## src/rtl/vga_plane_writer.sv

```systemverilog
module vga_plane_writer #(
  parameter int BYTE_W = 8
) (
  input  logic                  clk,
  input  logic                  rst_n,
  input  logic                  wr_valid,
  input  logic [BYTE_W-1:0]     cpu_data,
  input  logic [1:0]            addr_lo,
  input  logic                  chain4,
  input  logic                  chain2,
  input  logic [3:0]            map_mask,
  input  logic                  mode2,
  input  logic                  mode3,
  input  logic [$clog2(BYTE_W)-1:0] rot_cnt,
  input  logic [3:0]            sr_en,
  input  logic [3:0]            sr_val,
  input  logic [BYTE_W-1:0]     bit_mask,
  input  logic [4*BYTE_W-1:0]   latch,
  output logic [4*BYTE_W-1:0]   wr_data,
  output logic [3:0]            plane_en,
  output logic                  wr_out_valid
);
  localparam int WORD_W = 4 * BYTE_W;

  logic [2*BYTE_W-1:0] rot_wide;
  logic [BYTE_W-1:0]   rot_byte;
  logic [BYTE_W-1:0]   eff_mask;
  logic [WORD_W-1:0]   nxt_data;
  logic [3:0]          chain_sel;
  logic [3:0]          nxt_en;

  assign rot_wide = {cpu_data, cpu_data} >> rot_cnt;
  assign rot_byte = rot_wide[BYTE_W-1:0];
  assign eff_mask = mode3 ? (rot_byte & bit_mask) : bit_mask;

  for (genvar p = 0; p < 4; p++) begin : g_plane
    logic [BYTE_W-1:0] fill;
    assign fill = mode3     ? {BYTE_W{sr_val[p]}}   :
                  mode2     ? {BYTE_W{cpu_data[p]}} :
                  sr_en[p]  ? {BYTE_W{sr_val[p]}}   : rot_byte;
    assign nxt_data[p*BYTE_W +: BYTE_W] =
      (fill & eff_mask) | (latch[p*BYTE_W +: BYTE_W] & ~eff_mask);
  end

  assign chain_sel = chain4 ? (4'b0001 << addr_lo) :
                     chain2 ? (addr_lo[0] ? 4'b1010 : 4'b0101) : 4'b1111;
  assign nxt_en = wr_valid ? (chain_sel & map_mask) : 4'b0000;

  always_ff @(posedge clk) begin
    if (!rst_n) begin
      wr_data      <= '0;
      plane_en     <= '0;
      wr_out_valid <= 1'b0;
    end else begin
      wr_data      <= nxt_data;
      plane_en     <= nxt_en;
      wr_out_valid <= wr_valid;
    end
  end

  assert_idle_R1: assert property (@(posedge clk) disable iff (!rst_n)
    !wr_valid |=> (plane_en == 4'b0000 && !wr_out_valid));

  assert_mask_zero_latch_R4: assert property (@(posedge clk) disable iff (!rst_n)
    (bit_mask == '0) |=> (wr_data == $past(latch)));

  assert_within_map_R8: assert property (@(posedge clk) disable iff (!rst_n)
    wr_valid |=> ((plane_en & ~$past(map_mask)) == 4'b0000));

  assert_chain4_single_R9: assert property (@(posedge clk) disable iff (!rst_n)
    (wr_valid && chain4) |=> $onehot0(plane_en));

  assert_chain2_pair_R10: assert property (@(posedge clk) disable iff (!rst_n)
    (wr_valid && chain2 && !chain4) |=> ($countones(plane_en) <= 2));
endmodule

```

## config.mk

```make
export PLATFORM = sky130hd
export DESIGN_NAME = vga_plane_writer
export DESIGN_NICKNAME = d
export VERILOG_FILES = /design/src/rtl/vga_plane_writer.sv
export SDC_FILE = /design/constraint.sdc
export NUM_CORES = 1
export LEC_CHECK = 0
export BUFFER_PORTS_ARGS = -buffer_cell sky130_fd_sc_hd__clkbuf_2
export CAP_MARGIN = 15
export CORE_ASPECT_RATIO = 0.6
export CORE_MARGIN = 2
export CORE_UTILIZATION = 30
export DETAILED_ROUTE_END_ITERATION = 6
export GPL_TIMING_DRIVEN = 0
export SETUP_SLACK_MARGIN = 0.3
export SYNTH_ARGS = -nofsm -noshare
export SYNTH_HDL_FRONTEND = slang
export SYNTH_SLANG_ARGS = --single-unit
```

## constraint.sdc

```tcl
create_clock -name clk -period 2.3 [get_ports clk]
set_clock_uncertainty 0.2 [all_clocks]
set_input_delay 0.46 -clock clk [delete_from_list [all_inputs] [get_ports clk]]
set_output_delay 0.46 -clock clk [all_outputs]
set_load 0.02 [all_outputs]
```

==> results of run 1 <==
[cell usage after synthesis (9+ instances only)]
cell type	number	area, um^2
a21o_1	12	90.1
nand3_1	12	60.1
o221ai_1	24	210
dfxtp_1	37	741
nor2_1	43	161
a311oi_1	32	280
nand2_1	17	63.8
nor2b_1	12	75.1
o21ai_0	44	220
o22ai_1	9	56.3
[layer usage]
layer | routed length [um] | global-route usage (%) | part of all wire, %
met2 | 4220 | 33.7 | 41
met5 | 0 | 0 | 0
met1 | 4540 | 32.3 | 44
met4 | 123 | 5.10 | 1.2
met3 | 1490 | 5.67 | 14
[final timing paths]
check | end | start | slack, ns | cells past startpoint
setup / recovery | wr_data[11] | sr_en[1] | 0.28 | 4
hold / removal | plane_en[0] | map_mask[0] | 0.20 | 2
[cell type report]
cell class | count | area [um^2] | area share (%)
well taps | 108 | 135 | 3.98
clock inverters | 2 | 10.0 | 0.295
plain buffers | 12 | 80.1 | 2.36
repair buffers | 109 | 576 | 16.9
flip-flops and latches | 37 | 741 | 21.8
inverters | 5 | 18.8 | 0.552
multi-input cells | 249 | 1710 | 50.3
clock buffers | 6 | 129 | 3.79
[cells in the final DEF (no fill, tap or decap), types with 11 or more instances in the layout]
cell and count:
clkbuf_2 104, nor2_1 43, o21ai_0 38, dfxtp_1 37
a311oi_1 26, o221ai_1 22, nand2_1 17, a21o_1 12
nor2b_1 11, nand3_1 11
[state kept, by name, indices dropped and copies added, names as in the netlist]
name / cells
wr_data: 32
plane_en: 4
wr_out_valid: 1
[report_power, final]
group | switching, mW | leakage (nW) | internal [mW] | total, mW
Sequential | 0.0146 | 0.308 | 0.696 | 0.711
Combinational | 0.407 | 1.06 | 0.242 | 0.650
Clock | 0.257 | 0.0706 | 0.398 | 0.655
[timing repair]
item                       in CTS  in global routing
pin swaps                       4                 14
gates cloned                    0                  1
setup endpoints to repair      16                 21
gates resized for setup         2                 33
setup buffers                   4                  0
[stage by stage]
stage | setup slack (ns) | utilization [%] | hold WS [ns] | area (um^2) | instances
after floorplan | 0.263 | - | 0.374 | 2420 | 303
after global placement | -0.103 | 39.2 | 0.482 | 3080 | 515
after detailed placement | -0.105 | 39.2 | 0.489 | 3080 | 515
after CTS | 0.300 | 41.5 | 0.197 | 3260 | 527
after global routing | 0.220 | 43.3 | 0.195 | 3400 | 528
final | 0.276 | 43.3 | 0.196 | 3400 | 528
[kinds of logic (layout without fill, tap and decap cells)]
kind of cell | after synthesis | in the layout | synth area share (%)
and+or+nand+nor | 94 | 94 | 17.5
buffers and inverters | 17 | 134 | 3.68
AOI/OAI and AO/OA | 139 | 139 | 41.0
muxes | 16 | 16 | 7.05
DFF | 37 | 37 | 30.7
==> results.cfg, run 1 <==
[drt]
drt_iter0_drc = 381
wl_um = 10400
ant_nets = 0
detail_route.vias_per_cell = 6.00
vias = 3167
drt_pass1_iterations = 5
wl_per_cell_um = 19.6
drcViolationCount = 0

[worst_setup_path]
path_buf_inv = 1
worst_path_max_delay_cell = a21oi_1
path_delay_family = compound AO/OA/AOI/OAI gates
worst-path-max-fanout = 9
worst-setup-path-type = input port to register
max_stage_delay_ns = 0.74
kind_of_start_point_of_the_critical_path = input port
cp.arrival_ns = 2.01
cp_cell_sequence = clkbuf_2, a21oi_1, o21ai_0, a311oi_2
timing.critical_path.to_type = register
cp_data_required_time_ns = 2.28

[floorplan]
number_of_rows_created_at_floorplan = 25
core_region_area_um2 = 7850
pin_count = 109
fp.dieW_um = 120
floorplan.die.height_um = 73.5
floorplan.die_area_um2 = 8800
start_util_pct = 30.7

[synth]
yosys_warnings = 0
postSynthNetCount = 375
mappedNetlistArea_um2 = 2410
yosys.cell_types.count = 28
ys.flop_type = dfxtp_1
async_reset_ff_share_pct = 0
total_of_flip_flops_plus_latches_after_synthesis = 37
ys_seq_area_share_pct = 30.7
synthesis.area_per_instance_um2 = 7.96
synth_cells = 303
number_of_enable_flip_flop_cells_after_synthesis = 0

[placement]
finalWeightedCongestion = 0.944
io_buffers = 104
dp_hpwl_um = 7620

[power_and_ir_drop]
power_density_nw_per_um2 = 593
ir_drop_uv = 288
leakage_nw = 1.44
fin_total_pwr_mw = 2.02

[global_route]
grt.total_usage_pct = 22.4
grt_overflow = 0
number_of_antenna_violations_at_the_first_check_in_global_routing = 0
grt_start_max_net_pins = 12
first_global_vias = 2894
grt_pass1_wl_um = 15200

[cells_and_area]
area_delta_synth_final_pct = 40.8
layout.filler_cells = 796
final_nets = 491
n_antenna_cell = 0
drive_gt1_share_pct = 37.1

[worst_hold_path]
hp-class = input port to register

[sta]
max_slew.worst_pin.slew_ns = 0.855
final_hold_viol_count = 0
tns_ns = 0
timing.final.crit_share_pct = 88.0
fmaxAchievable_mhz = 494
min_period_ns = 2.02
grt_setup_unrepaired = true
maxSlewViolCount = 0
setup_viol = 0
slew_hr_pct = 43.0

[outcome]
result_of_the_run = finished clean

[cts]
clk_transition_reported_paths_ns = 0.06
cts.htree.levels = 2
postCtsHoldBufs = 0
clk_root_buffer_cell = clkbuf_16
cts_buffer_depth = 2
cts_tree = built
cts_buffers = 5
cts.sink_count = 37

[job]
max_cap_viol_count = 0
No activity file was read; power rests on OpenSTA's default activity.
==> run 2: changes to the inputs <==
--- a/config.mk
+++ b/config.mk
@@ -5,9 +5,10 @@
 export SDC_FILE = /design/constraint.sdc
 export NUM_CORES = 1
 export LEC_CHECK = 0
+export ABC_AREA = 1
 export BUFFER_PORTS_ARGS = -buffer_cell sky130_fd_sc_hd__clkbuf_2
 export CAP_MARGIN = 15
-export CORE_ASPECT_RATIO = 0.6
+export CORE_ASPECT_RATIO = 1.4
 export CORE_MARGIN = 2
 export CORE_UTILIZATION = 30
 export DETAILED_ROUTE_END_ITERATION = 6
==> run 2 against run 1 <==
Effect of this change: combinational power up 3.8%; via count down 0.13%; global-route usage down 5.8 points; fmax up 24%; highest routed layer unchanged; sequential share of layout area down 2.1 points; worst setup slack better by 0.40 ns; critical path depth up 5; die area up 21%; synthesized area up 22%; largest power group unchanged.
==> results.cfg, run 2 <==
[outcome]
result_of_the_run = finished clean

[worst_setup_path]
worst_path_max_delay_cell = o21ai_4
path_delay_family = simple AND/OR/NAND/NOR gates
kind_of_start_point_of_the_critical_path = input port
cp_cell_sequence = buf_6, inv_4, nand3_2, nand3_1, nand2_2, o21ai_4, nand2_1, nand2_1, a21oi_2
timing.critical_path.to_type = register
path_buf_inv = 2
worst-path-max-fanout = 9
max_stage_delay_ns = 0.31
worst-setup-path-type = input port to register
cp_data_required_time_ns = 2.27
critPathMostFrequentCell = nand2_1
cp.arrival_ns = 1.59
critPathLaunch = rot_cnt[1]

[synth]
synth_mux_area_share_pct = 0
synth_cells = 480
largest_family_of_logic_cells_by_synthesized_area = simple AND/OR/NAND/NOR gates
yosys_warnings = 0
post_synth_fa_ha_maj_area_fraction_pct = 0
synthMostInstantiatedCell = nand2_1
yosys.cell_types.count = 17
number_of_enable_flip_flop_cells_after_synthesis = 0
synthSimpleGateAreaFrac_pct = 48.6
async_reset_ff_share_pct = 0
synth_xor_xnor_area_share_pct = 0
synth_commonest_cells = nand2_1 (249), inv_1 (48), dfxtp_1 (37)
ys.flop_type = dfxtp_1
complex_gate_fraction_of_the_synthesized_area_pct = 14.7
total_of_flip_flops_plus_latches_after_synthesis = 37
postSynthNetCount = 552
synthesis.area_per_instance_um2 = 6.12
synth_largest_type_area_fraction_pct = 31.8
mappedNetlistArea_um2 = 2940
synth_area_leaders = nand2_1 (32%), dfxtp_1 (25%), a21oi_2 (9.5%)
synth_top_cell_by_area = nand2_1
ys_seq_area_share_pct = 25.2

[power_and_ir_drop]
power_density_nw_per_um2 = 545
fin_total_pwr_mw = 2.05
leakage_nw = 2.21
ir_drop_uv = 223

[job]
max_cap_viol_count = 0

[sta]
tns_ns = 0
setup_viol = 0
slew_hr_pct = 77.8
final_hold_viol_count = 0
maxSlewViolCount = 0
timing.final.crit_share_pct = 70.8
min_period_ns = 1.63
fmaxAchievable_mhz = 614
max_slew.worst_pin.slew_ns = 0.332
grt_setup_unrepaired = false

[cells_and_area]
final_nets = 663
finalCoreUtilization_pct = 39.6
stdcell_count = 723
flip_flop_count_of_the_largest_register_all_copies_and_words_added = 32
layout_top_registers = wr_data: 32 flops, plane_en: 4 flops, wr_out_valid: 1 flops
layout.cell_area.non_filler_um2 = 3760
most-common-layout-cells = nand2_1 (249), clkbuf_2 (104), inv_1 (48)
drive_gt1_share_pct = 33.5
layout.cells.most_common = nand2_1
n_antenna_cell = 0
max_flop_register = wr_data
area_delta_synth_final_pct = 28.2

[drt]
maxUsedRoutingLayer = met4
vias = 3163
wl_um = 8780
ant_nets = 0
drt_iter0_drc = 167
dr_wl_met2_um = 4360
detail_route.wirelength.met1_um = 3790
drt_pass1_iterations = 5
met3RoutedLength_um = 532
detail_route.vias_per_cell = 4.37
wl_per_cell_um = 12.1
drcViolationCount = 0

[floorplan]
start_util_pct = 30.9
number_of_rows_created_at_floorplan = 42
pin_count = 109
floorplan.die_area_um2 = 10600
floorplan.die.height_um = 121
fp.dieW_um = 87.6
core_region_area_um2 = 9510

[placement]
finalWeightedCongestion = 0.893
detailed_place.area_um2 = 3620
post-place-cells = 716
io_buffers = 104
dp_hpwl_um = 7030

[cts]
cts.sink_count = 37
post_cts_buffers = 0
cts_tree = built
clk_root_buffer_cell = clkbuf_16
cts_buffer_depth = 2
clk_transition_reported_paths_ns = 0.05
cts.htree.levels = 2
cts_buffers = 5
postCtsHoldBufs = 0
number_of_gates_resized_after_cts = 0

[global_route]
number_of_antenna_violations_at_the_first_check_in_global_routing = 0
grt_start_max_net_pins = 11
first_global_vias = 2995
grt_pass1_wl_um = 13700
grt_overflow = 0
grt.total_usage_pct = 16.6

[worst_hold_path]
hp-class = input port to register
hold_path_startpoint = map_mask[2]
==> run 2: stage by stage <==
step / setup WS [ns] / hold slack, ns
final: 0.673 / 0.209
after global placement: 0.406 / 0.488
after global routing: 0.568 / 0.207
after CTS: 0.679 / 0.198
after detailed placement: 0.398 / 0.491
after floorplan: 0.677 / 0.391
==> run 2: cell families after synthesis <==
kind of cell	Yosys count
AOI/OAI and AO/OA	44
and+or+nand+nor	335
DFF	37
buffers and inverters	64
==> run 2: path summary, 6_finish.rpt <==
kind	endpoint	slack, ns	cells after the start
min	plane_en[2]	0.21	3
max	wr_data[3]	0.67	9
==> run 2: final cells by class <==
type	instances	area, um^2
fillers	1056	5750
multi-input cells	379	1860
flip-flops and latches	37	741
repair buffers	104	520
inverters	50	198
well taps	132	165
clock buffers	7	143
plain buffers	14	141
==> run 2: metal layers <==
layer | vias to the layer above | track usage (%)
met3 | 4 | 2.59
met2 | 101 | 28.4
met4 | 0 | 6.92
met5 | - | 0
met1 | 1378 | 20.4
li1 | 1680 | -
==> run 2: power breakdown <==
group / internal (mW) / total, mW / switching (mW)
sequential: 0.693 / 0.706 / 0.0125
clock: 0.425 / 0.669 / 0.243
combinational: 0.235 / 0.675 / 0.440
